`src/rtl/msr_pkg.sv`:
```
package msr_pkg;
  localparam int LINES  = 4;
  localparam int CTL_W  = 5;
  localparam int STAT_W = 8;
  // line order inside a nibble: {carrier, ring, dataSetReady, clearToSend}
  localparam logic [LINES-1:0] LINE_RST = 4'b1011;
  localparam logic [CTL_W-1:0] CTL_RST  = 5'b01000;
  localparam int RI_IDX = 2;

  typedef struct packed {
    logic clrDelta;
    logic loopSel;
  } msrStrobes_t;
endpackage

```
`src/rtl/msr_sync.sv`:
```
module msr_sync #(
  parameter int WIDTH = 4,
  parameter int STAGES = 2,
  parameter logic [WIDTH-1:0] RST_VAL = '0
) (
  input  logic             clk,
  input  logic             rst_n,
  input  logic [WIDTH-1:0] dIn,
  output logic [WIDTH-1:0] qOut
);
  logic [STAGES-1:0][WIDTH-1:0] stageQ;

  always_ff @(posedge clk or negedge rst_n) begin
    if (!rst_n) stageQ <= {STAGES{RST_VAL}};
    else        stageQ <= {stageQ[STAGES-2:0], dIn};
  end

  assign qOut = stageQ[STAGES-1];
endmodule

```
`src/rtl/msr_ctrl.sv`:
```
module msr_ctrl
  import msr_pkg::*;
(
  input  logic             clk,
  input  logic             rst_n,
  input  logic             ctlWrEn,
  input  logic [CTL_W-1:0] ctlWrData,
  input  logic             statRdEn,
  output logic [CTL_W-1:0] ctlQ,
  output msrStrobes_t      strb
);
  localparam int LOOP_BIT = CTL_W - 1;

  always_ff @(posedge clk or negedge rst_n) begin
    if (!rst_n)       ctlQ <= CTL_RST;
    else if (ctlWrEn) ctlQ <= ctlWrData;
  end

  always_comb begin
    strb.loopSel  = ctlQ[LOOP_BIT];
    strb.clrDelta = statRdEn && !ctlQ[LOOP_BIT];
  end
endmodule

```
`src/rtl/msr_datapath.sv`:
```
module msr_datapath
  import msr_pkg::*;
(
  input  logic              clk,
  input  logic              rst_n,
  input  logic [LINES-1:0]  lineSync,
  input  logic [3:0]        ctlLow,
  input  msrStrobes_t       strb,
  output logic [STAT_W-1:0] statusQ,
  output logic [STAT_W-1:0] rdData,
  output logic              chgPending
);
  logic [LINES-1:0]  lineOld;
  logic [LINES-1:0]  lineDiff;
  logic [LINES-1:0]  newFlag;
  logic [LINES-1:0]  keptFlag;
  logic [STAT_W-1:0] statusD;

  assign lineOld  = statusQ[STAT_W-1:LINES];
  assign lineDiff = lineOld ^ lineSync;

  // ring flag records only a falling ring level; the others record any change
  for (genvar i = 0; i < LINES; i++) begin : g_flag
    if (i == RI_IDX) begin : g_ring
      assign newFlag[i] = lineOld[i] && !lineSync[i];
    end else begin : g_level
      assign newFlag[i] = lineDiff[i];
    end
  end

  always_comb begin
    keptFlag = strb.clrDelta ? '0 : statusQ[LINES-1:0];
    statusD  = {lineSync, keptFlag | newFlag};
  end

  always_ff @(posedge clk or negedge rst_n) begin
    if (!rst_n) statusQ <= {LINE_RST, {LINES{1'b0}}};
    else        statusQ <= statusD;
  end

  // loopback image: out2, out1, dtr, rts in the upper nibble
  assign rdData = strb.loopSel ? {ctlLow[3], ctlLow[2], ctlLow[0], ctlLow[1], 4'b0000}
                               : statusQ;
  assign chgPending = |statusQ[LINES-1:0];
endmodule

```
`src/rtl/modem_status_unit.sv`:
```
module modem_status_unit
  import msr_pkg::*;
#(
  parameter int SYNC_STAGES = 2
) (
  input  logic              clk,
  input  logic              rst_n,
  input  logic              ctsIn,
  input  logic              dsrIn,
  input  logic              dcdIn,
  input  logic              riIn,
  input  logic              ctlWrEn,
  input  logic [CTL_W-1:0]  ctlWrData,
  input  logic              statRdEn,
  input  logic              msiEnable,
  output logic [STAT_W-1:0] statRdData,
  output logic [CTL_W-1:0]  ctlRdData,
  output logic              chgPending,
  output logic              irqReq,
  output logic              dtrOut,
  output logic              rtsOut,
  output logic              out1Out,
  output logic              out2Out,
  output logic              loopOut
);
  logic [LINES-1:0]  lineSync;
  logic [CTL_W-1:0]  ctlQ;
  logic [STAT_W-1:0] statusQ;
  msrStrobes_t       strb;

  msr_sync #(.WIDTH(LINES), .STAGES(SYNC_STAGES), .RST_VAL(LINE_RST)) u_sync (
    .clk(clk), .rst_n(rst_n),
    .dIn({dcdIn, riIn, dsrIn, ctsIn}),
    .qOut(lineSync)
  );

  msr_ctrl u_ctrl (
    .clk(clk), .rst_n(rst_n),
    .ctlWrEn(ctlWrEn), .ctlWrData(ctlWrData), .statRdEn(statRdEn),
    .ctlQ(ctlQ), .strb(strb)
  );

  msr_datapath u_dp (
    .clk(clk), .rst_n(rst_n),
    .lineSync(lineSync), .ctlLow(ctlQ[3:0]), .strb(strb),
    .statusQ(statusQ), .rdData(statRdData), .chgPending(chgPending)
  );

  assign ctlRdData = ctlQ;
  assign irqReq    = chgPending && msiEnable;
  assign dtrOut    = ctlQ[0];
  assign rtsOut    = ctlQ[1];
  assign out1Out   = ctlQ[2];
  assign out2Out   = ctlQ[3];
  assign loopOut   = ctlQ[4];
endmodule

```
`config.mk`:
```
export PLATFORM = sky130hd
export DESIGN_NAME = modem_status_unit
export DESIGN_NICKNAME = d
export VERILOG_FILES = /design/src/rtl/msr_pkg.sv /design/src/rtl/msr_sync.sv /design/src/rtl/msr_ctrl.sv /design/src/rtl/msr_datapath.sv /design/src/rtl/modem_status_unit.sv
export SDC_FILE = /design/constraint.sdc
export NUM_CORES = 1
export LEC_CHECK = 0
export ABC_CLOCK_PERIOD_IN_PS = 2350
export BUFFER_PORTS_ARGS = -buffer_cell sky130_fd_sc_hd__buf_2
export CORE_UTILIZATION = 52
export CTS_BUF_LIST = sky130_fd_sc_hd__clkbuf_8
export DETAILED_ROUTE_END_ITERATION = 16
export PLACE_DENSITY = 0.95
export SLEW_MARGIN = 10
export SYNTH_ARGS = -nofsm -noshare
export SYNTH_HDL_FRONTEND = slang
export SYNTH_HIERARCHICAL = 1
export SYNTH_SLANG_ARGS = --single-unit
```
`constraint.sdc`:
```
create_clock -name clk -period 2.35 [get_ports clk]
set_clock_uncertainty 0.05 [all_clocks]
set_input_delay 0.1175 -clock clk [delete_from_list [all_inputs] [get_ports clk]]
set_output_delay 0.1175 -clock clk [all_outputs]
set_load 0.05 [all_outputs]
```
==> metrics.txt, run 1 <==
Post-Place Setup Slack=1.04 ns; first drt pass iteration count=3; async set-or-reset flop fraction in the synthesized netlist=100%; simple-gate share of the synthesized area=4.50%; crit path buf inv count=1; yosys warns=6; post_cts resized=0; top cells by count, synth=dfrtp_1 (11), buf_4 (10), dfstp_2 (10); mux cell area share after synthesis=12.1%; status=completed; crit end category=output pin; Internal=0.579 mW; met3 usage=4.31%; fmax=0.636 GHz; critical path cell sequence=mux2_4 > buf_2; Yosys reg bits=21; antenna violations before repair=0; Final Cycle Share=67.0%; setup_tns=0 ns; Vias/cell=4.66; Mean Syn Cell Area=13.7 um^2; clk_lat worst skew=0.26 ns; number of synthesized flops with an enable pin=0; top cells by area, synth=dfrtp_1 (33%), dfstp_2 (31%), buf_4 (9.0%), mux2_2 (6.7%), mux2_4 (5.4%); Iteration-0 DRC Markers=1; Combinational Power Share=27.3%; Switch Pwr=0.300 mW; largest area contributor in the netlist=dfrtp_1; final slew viol count=0; Synth Area in Adders=0%; switching part of the total=34.1%; HPWL Detailed=914 um; drt drc=0; Top delay family on crit path=flip-flops; cell leakage power=0.512 nW; Synth top area share=33.0%; GRT Total Usage=15.4%; WP data required=2.18 ns; fin crit period=1.57 ns; Post-DRT Antenna Nets=0; RSZ-0062 raised after global routing=no; VDD IR max=0.493 mV; final hold viol count=0; CP max FO=13; most frequent cell after synthesis=dfrtp_1; hold buffer count at CTS=5; XOR/XNOR share of the synthesized area=3.15%; clk buf depth=2; post-DR wirelength/cell=11.5 um; share of cells above drive strength 1=58.7%; gr busiest metal=met2; Post-Syn Nets=75; Crit Path Class=register to output pin; slew margin rel.=71.4%; Post-CTS Setup Inserts=0; Die W=42.1 um; sequential share of the synthesized area=64.5%; Crit-path slowest cell=dfrtp_1; Chip Height=42.1 um; Sink Count=21; Congestion Overflow GR=0; Setup Viol. Count Final=0; vias in the first global route=475; Data arrival, critical path=1.41 ns; met2 Use GR=25.9%; Port-buffer cells=33; power per cell area=854 nW/um^2; Initial Utilization=55.4%; root cell of the clock tree=clkbuf_8; clock transition at the registers of the reported paths=0.07 ns; WL final=1240 um; Cell Area, Synth=835 um^2; row count=14; via count=503; share of power burned in registers=47.4%; combinational family with the most area after synthesis=buffers and inverters; Clk pwr share=25.3%; Inserted Clock Buffers=3; ANT cells=0; largest net degree at the start of global routing=22; met1 GRT Util=17.4%; fin nets=107; worst setup margin=0.777 ns; Hold Path Class=input pin to register; global placement routability congestion=0.797; DIE AREA=1770 um^2; CTS tree=done; predominant post-synthesis flop cell=dfrtp_1; slew at the pin with the worst max-slew slack=0.429 ns; Top Ports=34; first-pass GRT wire length=1930 um; core box area=1510 um^2; Syn-to-layout area delta=23.2%; Gate Count Post-Synth=61; Max Cap Viol=0; H-Tree Depth=1; Cell variety after synth=15; slowest stage delay, CP=0.60 ns; startpoint class of the critical path=register; area fraction in compound gates after synthesis=3.15%
## cells by family (layout without fill, tap and decap cells)
kind of cell,Yosys count,in the layout
mux,8,8
xor+xnor,3,3
buf+inv,16,47
flops,21,21
simple gates,8,8
compound gates,5,5
## per-layer routing
| layer | up-vias | share of wire [%] |
|---|---|---|
| li1 | 247 | - |
| met4 | 0 | 2.3 |
| met3 | 4 | 8.4 |
| met1 | 224 | 42 |
| met2 | 28 | 47 |
| met5 | - | 0 |
## cells in the final DEF (no fill, tap or decap)
cell / n
and2_1: 1
mux2_4: 3
nor2_1: 4
nor2b_1: 1
xnor2_1: 3
o22ai_1: 1
nand4_1: 1
buf_2: 33
dlygate4sd3_1: 5
mux2_2: 5
dfrtp_1: 11
inv_1: 6
clkbuf_8: 3
nand2_1: 1
dfstp_2: 10
o21ai_0: 4
## flip-flops by register name (all words and copies together) (netlist names)
name / flops
u_sync/qOut: 4
u_sync/stageQ: 4
u_dp/statusQ: 8
u_ctrl/ctlQ: 5
## power by group through the flow
stage | logic, mW | clock network [mW] | registers, mW
2_1_floorplan | 0.175 | 0 | 0.446
3_3_place_gp | 0.231 | 0 | 0.421
3_5_place_dp | 0.234 | 0 | 0.424
4_1_cts | 0.241 | 0.228 | 0.417
5_1_grt | 0.250 | 0.242 | 0.421
6_report | 0.239 | 0.222 | 0.417
## metrics by stage
stage          total power [mW]  instance area, um^2  std cells  utilization, %  hold WS (ns)
2_1_floorplan             0.620                  835         61               -        -0.228
3_3_place_gp              0.652                  933         99            62.0        0.0245
3_5_place_dp              0.658                  933         99            62.0        0.0301
4_1_cts                   0.886                 1030        108            68.3        0.0364
5_1_grt                   0.913                 1030        108            68.3        0.0400
6_report                  0.878                 1030        108            68.3        0.0371
## path summary, 6_finish.rpt
path	start	end	slack (ns)	cells past startpoint
hold / removal	ctlWrData[1]	u_ctrl/ctlQ[1]$_DFFE_PN0P_	0.04	2
setup reg to reg	u_ctrl/ctlQ[4]$_DFFE_PN0P_	u_dp/statusQ[0]$_DFF_PN0_	1.24	2
hold reg to reg	u_sync/stageQ[1]$_DFF_PN1_	u_sync/qOut[1]$_DFF_PN1_	0.31	0
min in group asynchronous	rst_n	u_ctrl/ctlQ[4]$_DFFE_PN0P_	0.27	2
setup / recovery	u_ctrl/ctlQ[4]$_DFFE_PN0P_	statRdData[5]	0.78	2
max in group asynchronous	rst_n	u_sync/stageQ[1]$_DFF_PN1_	1.64	2
## layout make-up
class / instances / area, um^2
tap: 16 / 20.0
clock buffer: 3 / 41.3
fill: 105 / 478
multi-input combinational: 24 / 191
timing repair buffer: 38 / 215
clock inverter: 1 / 3.75
sequential: 21 / 538
inverter: 5 / 18.8
Power figures use the tool's default switching activity.
==> run 2: changes to the inputs <==
--- a/config.mk
+++ b/config.mk
@@ -5,12 +5,12 @@
 export SDC_FILE = /design/constraint.sdc
 export NUM_CORES = 1
 export LEC_CHECK = 0
-export ABC_CLOCK_PERIOD_IN_PS = 2350
+export ABC_CLOCK_PERIOD_IN_PS = 1400
 export BUFFER_PORTS_ARGS = -buffer_cell sky130_fd_sc_hd__buf_2
-export CORE_UTILIZATION = 52
+export CORE_UTILIZATION = 44
 export CTS_BUF_LIST = sky130_fd_sc_hd__clkbuf_8
 export DETAILED_ROUTE_END_ITERATION = 16
-export PLACE_DENSITY = 0.95
+export PLACE_DENSITY = 0.89
 export SLEW_MARGIN = 10
 export SYNTH_ARGS = -nofsm -noshare
 export SYNTH_HDL_FRONTEND = slang
==> constraint.sdc (replaced) <==
create_clock -name clk -period 1.4 [get_ports clk]
set_clock_uncertainty 0.05 [all_clocks]
set_input_delay 0.07 -clock clk [delete_from_list [all_inputs] [get_ports clk]]
set_output_delay 0.07 -clock clk [all_outputs]
set_load 0.05 [all_outputs]
==> run 2 against run 1 <==
Core utilization decreased by 2.4 points; setup slack got worse by 0.76 ns; non-clock buffer count rose by 5; routed wire length increased by 40%; first-iteration DRC count rose to 3.0 times the previous value; register-to-register slack worse by 0.86 ns; die area increased by 17%; sequential share of layout area fell by 5.4 points.
==> metrics.txt, run 2 (synthesis gave the netlist of run 1 again) <==
status=completed (unchanged); fin nets=112 (was 107); first drt pass iteration count=3 (unchanged); critical path cell sequence=mux2_4 > buf_6 (was mux2_4 > buf_2); WL final=1730 um (was 1240 um); filler instances=141 (was 105); Setup Viol. Count Final=0 (unchanged); root cell of the clock tree=clkbuf_8 (unchanged); most frequent cells in the layout=buf_2 (26), dfrtp_1 (10), dfstp_2 (10) (was buf_2 (33), dfrtp_1 (11), dfstp_2 (10)); Top delay family on crit path=flip-flops (unchanged); Post-Place Setup Slack=0.186 ns (was 1.04 ns); Die W=45.6 um (was 42.1 um); RSZ-0062 raised after global routing=yes (was no); crit end category=output pin (unchanged); share of cells above drive strength 1=68.0% (was 58.7%); fin crit period=1.38 ns; cell leakage power=0.545 nW (was 0.512 nW); WP data required=1.28 ns (was 2.18 ns); GRT Total Usage=19.5% (was 15.4%); antenna violations before repair=0 (unchanged); slowest stage delay, CP=0.52 ns (was 0.60 ns); CTS tree=done (unchanged); DIE AREA=2070 um^2 (was 1770 um^2); core box area=1750 um^2 (was 1510 um^2); via count=546 (was 503); VDD IR max=0.962 mV (was 0.493 mV); Largest register FFs=8 (unchanged); ANT cells=0 (unchanged); post-DR wirelength/cell=14.2 um (was 11.5 um); final hold viol count=0 (unchanged); Initial Utilization=47.8% (was 55.4%); crit path buf inv count=1 (unchanged); final slew viol count=0 (unchanged); Top Registers=u_dp/statusQ (8), u_ctrl/ctlQ (5) (unchanged); Top Ports=34 (unchanged); Hold Path Class=input pin to register (unchanged); CP max FO=10 (was 13); clock transition at the registers of the reported paths=0.07 ns (about the same); vias in the first global route=600 (was 475); Crit-path slowest cell=dfrtp_2 (was dfrtp_1); slew at the pin with the worst max-slew slack=0.453 ns (was 0.429 ns); Inserted Clock Buffers=3 (unchanged); Top reg by flops=u_dp/statusQ (unchanged); Port-buffer cells=33 (unchanged); largest net degree at the start of global routing=22 (unchanged); hold slack=0.00287 ns (was 0.0371 ns); Sink Count=21 (unchanged); Max Cap Viol=0 (unchanged); Iteration-0 DRC Markers=3 (was 1); Chip Height=45.6 um (was 42.1 um); global placement routability congestion=0.710 (was 0.797); power per cell area=1360 nW/um^2 (was 854 nW/um^2); Congestion Overflow GR=0 (unchanged); row count=15 (was 14); Post-DRT Antenna Nets=0 (unchanged); fmax=0.723 GHz; worst setup margin=0.0162 ns (was 0.777 ns); startpoint class of the critical path=register (unchanged); Post-DP Area=970 um^2 (was 933 um^2); clk_lat worst skew=0.26 ns (about the same); design area=1150 um^2 (was 1030 um^2); commonest non-fill, non-tap cell in the layout=buf_2 (unchanged); clk buf depth=2 (unchanged); H-Tree Depth=1 (unchanged); Crit Path Class=register to output pin (unchanged); first-pass GRT wire length=2690 um (was 1930 um); Syn-to-layout area delta=37.8% (was 23.2%); setup_tns=0 ns (unchanged); Final Cycle Share=98.8%; drt drc=0 (unchanged); Vias/cell=4.48 (was 4.66); Data arrival, critical path=1.26 ns (was 1.41 ns); slew margin rel.=69.8% (was 71.4%)
-- run 2: changes by cell type in the layout (fill, tap and decap cells not counted), sizes merged --
cell,delta
dlygate4sd3,+3
buf,+2
-- run 2: layout make-up --
class	instances	area, um^2	area share [%]
Clock buffer	3	41.3	3.59
Clock inverter	1	3.75	0.326
Inverter	5	18.8	1.63
Multi-Input combinational cell	24	215	18.7
Sequential cell	21	539	46.9
Tap cell	25	31.3	2.72
Timing Repair Buffer	43	300	26.1
-- run 2: what timing repair did --
item / in CTS / in global routing
setup endpoints to repair: 4 / 7
pin swaps: 0 / 0
hold buffers: 8 / 0
buffers inserted: 2 / 0
resized for setup: 8 / 6
hold endpoints to repair: 18 / 0
-- run 2: where the power goes --
| group | total, mW | switching, mW | internal, mW |
|---|---|---|---|
| clock network | 0.379 | 0.184 | 0.195 |
| registers | 0.706 | 0.0398 | 0.666 |
| logic | 0.478 | 0.316 | 0.162 |
-- run 2: stage by stage --
step / cells / power, mW / util, %
after floorplan: 61 / 1.06 / -
after detailed placement: 108 / 1.13 / 55.6
after global placement: 108 / 1.12 / 55.6
final: 122 / 1.56 / 65.9
after CTS: 122 / 1.55 / 64.9
after global routing: 122 / 1.62 / 65.9
-- run 2: final timing paths --
kind                                             from                         end  slack, ns  depth (start not counted)
max in group asynchronous                       rst_n  u_sync/stageQ[1]$_DFF_PN1_       0.71                          2
min                                      ctlWrData[2]  u_ctrl/ctlQ[2]$_DFFE_PN0P_      0.003                          2
min reg2reg                u_sync/stageQ[2]$_DFF_PN0_    u_sync/qOut[2]$_DFF_PN0_       0.30                          0
max reg2reg                u_ctrl/ctlQ[4]$_DFFE_PN0P_   u_dp/statusQ[2]$_DFF_PN0_       0.38                          2
min in group asynchronous                       rst_n  u_ctrl/ctlQ[2]$_DFFE_PN0P_       0.25                          2
max                        u_ctrl/ctlQ[4]$_DFFE_PN0P_               statRdData[5]       0.02                          2
-- run 2: routing by layer --
| layer | global-route usage (%) | up-vias | routed length (um) |
|---|---|---|---|
| met2 | 33.7 | 29 | 907 |
| li1 | - | 256 | - |
| met4 | 13.3 | 0 | 47 |
| met5 | 0 | - | 0 |
| met1 | 20.7 | 255 | 681 |
| met3 | 4.76 | 6 | 94 |
==> run 3: changes to the inputs <==
--- a/config.mk
+++ b/config.mk
@@ -7,11 +7,11 @@
 export LEC_CHECK = 0
 export ABC_CLOCK_PERIOD_IN_PS = 1400
 export BUFFER_PORTS_ARGS = -buffer_cell sky130_fd_sc_hd__buf_2
-export CORE_UTILIZATION = 44
+export CORE_UTILIZATION = 30
 export CTS_BUF_LIST = sky130_fd_sc_hd__clkbuf_8
 export DETAILED_ROUTE_END_ITERATION = 16
-export PLACE_DENSITY = 0.89
-export SLEW_MARGIN = 10
+export HOLD_SLACK_MARGIN = 0.02
+export PLACE_DENSITY = 0.68
 export SYNTH_ARGS = -nofsm -noshare
 export SYNTH_HDL_FRONTEND = slang
 export SYNTH_HIERARCHICAL = 1
==> run 3 against run 2 <==
Global-route usage fell by 8.5 points; combinational power is essentially flat; die area increased by 44%; flip-flop and latch count unchanged; setup slack better by 0.036 ns; fmax up 2.7%; sequential share of layout area decreased by 1.0 points; non-clock buffer count increased by 1; power down 1.3%; via count is 0.37% higher; routed wire length down 15%.
==> metrics.txt, run 3 (synthesis gave the netlist of run 1 again) <==
status=completed (unchanged); HPWL Detailed=1050 um; post-DR wirelength/cell=11.6 um (was 14.2 um); vias in the first global route=542 (was 600); fin nets=113 (was 112); Post-DP Area=976 um^2 (was 970 um^2); final hold viol count=0 (unchanged); core box area=2540 um^2 (was 1750 um^2); clk buf depth=2 (unchanged); design area=1170 um^2 (was 1150 um^2); ANT cells=0 (unchanged); fin crit period=1.35 ns (was 1.38 ns); Data arrival, critical path=1.23 ns (was 1.26 ns); cell leakage power=0.552 nW (was 0.545 nW); Crit Path Class=register to output pin (unchanged); slowest stage delay, CP=0.50 ns (was 0.52 ns); via count=548 (was 546); H-Tree Depth=1 (unchanged); Iteration-0 DRC Markers=6 (was 3); Inserted Clock Buffers=3 (unchanged); Initial Utilization=32.8% (was 47.8%); DIE AREA=3000 um^2 (was 2070 um^2); WL final=1480 um (was 1730 um); Largest register FFs=8 (unchanged); critical path cell sequence=mux2_4 > buf_6 (unchanged); Congestion Overflow GR=0 (unchanged); final slew viol count=0 (unchanged); root cell of the clock tree=clkbuf_8 (unchanged); CP max FO=6 (was 10); setup_tns=0 ns (unchanged); Port-buffer cells=33 (unchanged); GRT Total Usage=11.0% (was 19.5%); Crit-path slowest cell=dfrtp_2 (unchanged); slew at the pin with the worst max-slew slack=0.440 ns (was 0.453 ns); WP data required=1.28 ns (about the same); fmax=0.742 GHz (was 0.723 GHz); first drt pass iteration count=4 (was 3); worst setup margin=0.0520 ns (was 0.0162 ns); Chip Height=54.7 um (was 45.6 um); Pwr Total=1.54 mW (was 1.56 mW); area of the multi-input gates=215 um^2 (unchanged); Top Registers=u_dp/statusQ (8), u_ctrl/ctlQ (5) (unchanged); Max Cap Viol=0 (unchanged); clock transition at the registers of the reported paths=0.07 ns (about the same); Sequential Area=539 um^2 (unchanged); Post-Place Setup Slack=0.186 ns (about the same); filler instances=242 (was 141); Setup Viol. Count Final=0 (unchanged); slew margin rel.=70.7% (was 69.8%); dpl cells=113 (was 108); most frequent cells in the layout=buf_2 (24), dlygate4sd3_1 (10), dfrtp_1 (10), dfstp_2 (10) (was buf_2 (26), dfrtp_1 (10), dfstp_2 (10)); Die W=54.7 um (was 45.6 um); first-pass GRT wire length=2280 um (was 2690 um); commonest non-fill, non-tap cell in the layout=buf_2 (unchanged); row count=18 (was 15); Post-DRT Antenna Nets=0 (unchanged); CTS tree=done (unchanged); Top Ports=34 (unchanged); share of cells above drive strength 1=66.3% (was 68.0%); Hold Path Class=input pin to register (unchanged); Finished Layout Cells=128 (was 122); antenna violations before repair=0 (unchanged); Sink Count=21 (unchanged); global placement routability congestion=0.729 (was 0.710); crit end category=output pin (unchanged); crit path buf inv count=1 (unchanged); largest net degree at the start of global routing=22 (unchanged); clk_lat worst skew=0.25 ns (was 0.26 ns); Top reg by flops=u_dp/statusQ (unchanged); startpoint class of the critical path=register (unchanged); VDD IR max=0.730 mV (was 0.962 mV); power per cell area=1310 nW/um^2 (was 1360 nW/um^2); Top delay family on crit path=flip-flops (unchanged); drt drc=0 (unchanged); Syn-to-layout area delta=40.8% (was 37.8%); Vias/cell=4.28 (was 4.48); Final Cycle Share=96.3% (was 98.8%)
run 3: changes by cell type in the layout (fill, tap and decap cells not counted), sizes merged:
cell	previous run	this run
buf	35	33
dlygate4sd3	8	10
clkbuf	3	4
run 3: where the power goes:
part           total [mW]  internal (mW)  switching [mW]
clock               0.364          0.194           0.169
combinational       0.477          0.165           0.312
sequential          0.702          0.666          0.0358
total                1.54           1.03           0.517
run 3: final cells by class:
class	count	share of cell area, %
well taps	30	3.19
clock buffers	3	3.51
multi-input cells	24	18.3
flip-flops and latches	21	45.9
repair buffers	44	27.2
clock inverters	1	0.319
inverters	5	1.60
run 3: metrics by stage:
step	utilization [%]	hold slack, ns
floorplan	-	-0.276
finish	46.2	0.137
global route	46.2	0.144
global placement	38.3	-0.0228
detailed placement	38.3	-0.00864
CTS	45.3	0.138
run 3: timing repair:
action,CTS,global route
gates resized for setup,5,10
buffers inserted,1,0
pin swaps,0,1
endpoints found under the hold margin,20,0
setup endpoints to repair,4,7
hold buffers,10,0
run 3: worst paths after layout:
check	depth (start not counted)	slack, ns	to	start
worst min register to register	0	0.30	u_sync/qOut[2]$_DFF_PN0_	u_sync/stageQ[2]$_DFF_PN0_
worst min-delay path	2	0.14	u_ctrl/ctlQ[3]$_DFFE_PN1P_	ctlWrEn
max in group asynchronous	2	0.72	u_sync/stageQ[1]$_DFF_PN1_	rst_n
worst max-delay path	2	0.05	statRdData[7]	u_ctrl/ctlQ[4]$_DFFE_PN0P_
min in group asynchronous	2	0.25	u_ctrl/ctlQ[2]$_DFFE_PN0P_	rst_n
worst max register to register	3	0.23	u_dp/statusQ[0]$_DFF_PN0_	u_ctrl/ctlQ[4]$_DFFE_PN0P_
run 3: worst reg2reg max path, delay by kind of cell (launching register included):
family          cells  cell delay [ns]
flops               1             0.49
compound gates      1             0.12
simple gates        1             0.22
buf+inv             1             0.17
run 3: per-layer routing:
layer,wire [um],share of wire [%],GRT usage [%],vias to the layer above
met3,107,7.2,3.06,0
met1,610,41,13.6,264
li1,-,-,-,259
met4,0,0,3.85,0
met2,760,51,18.3,25
met5,0,0,0,-
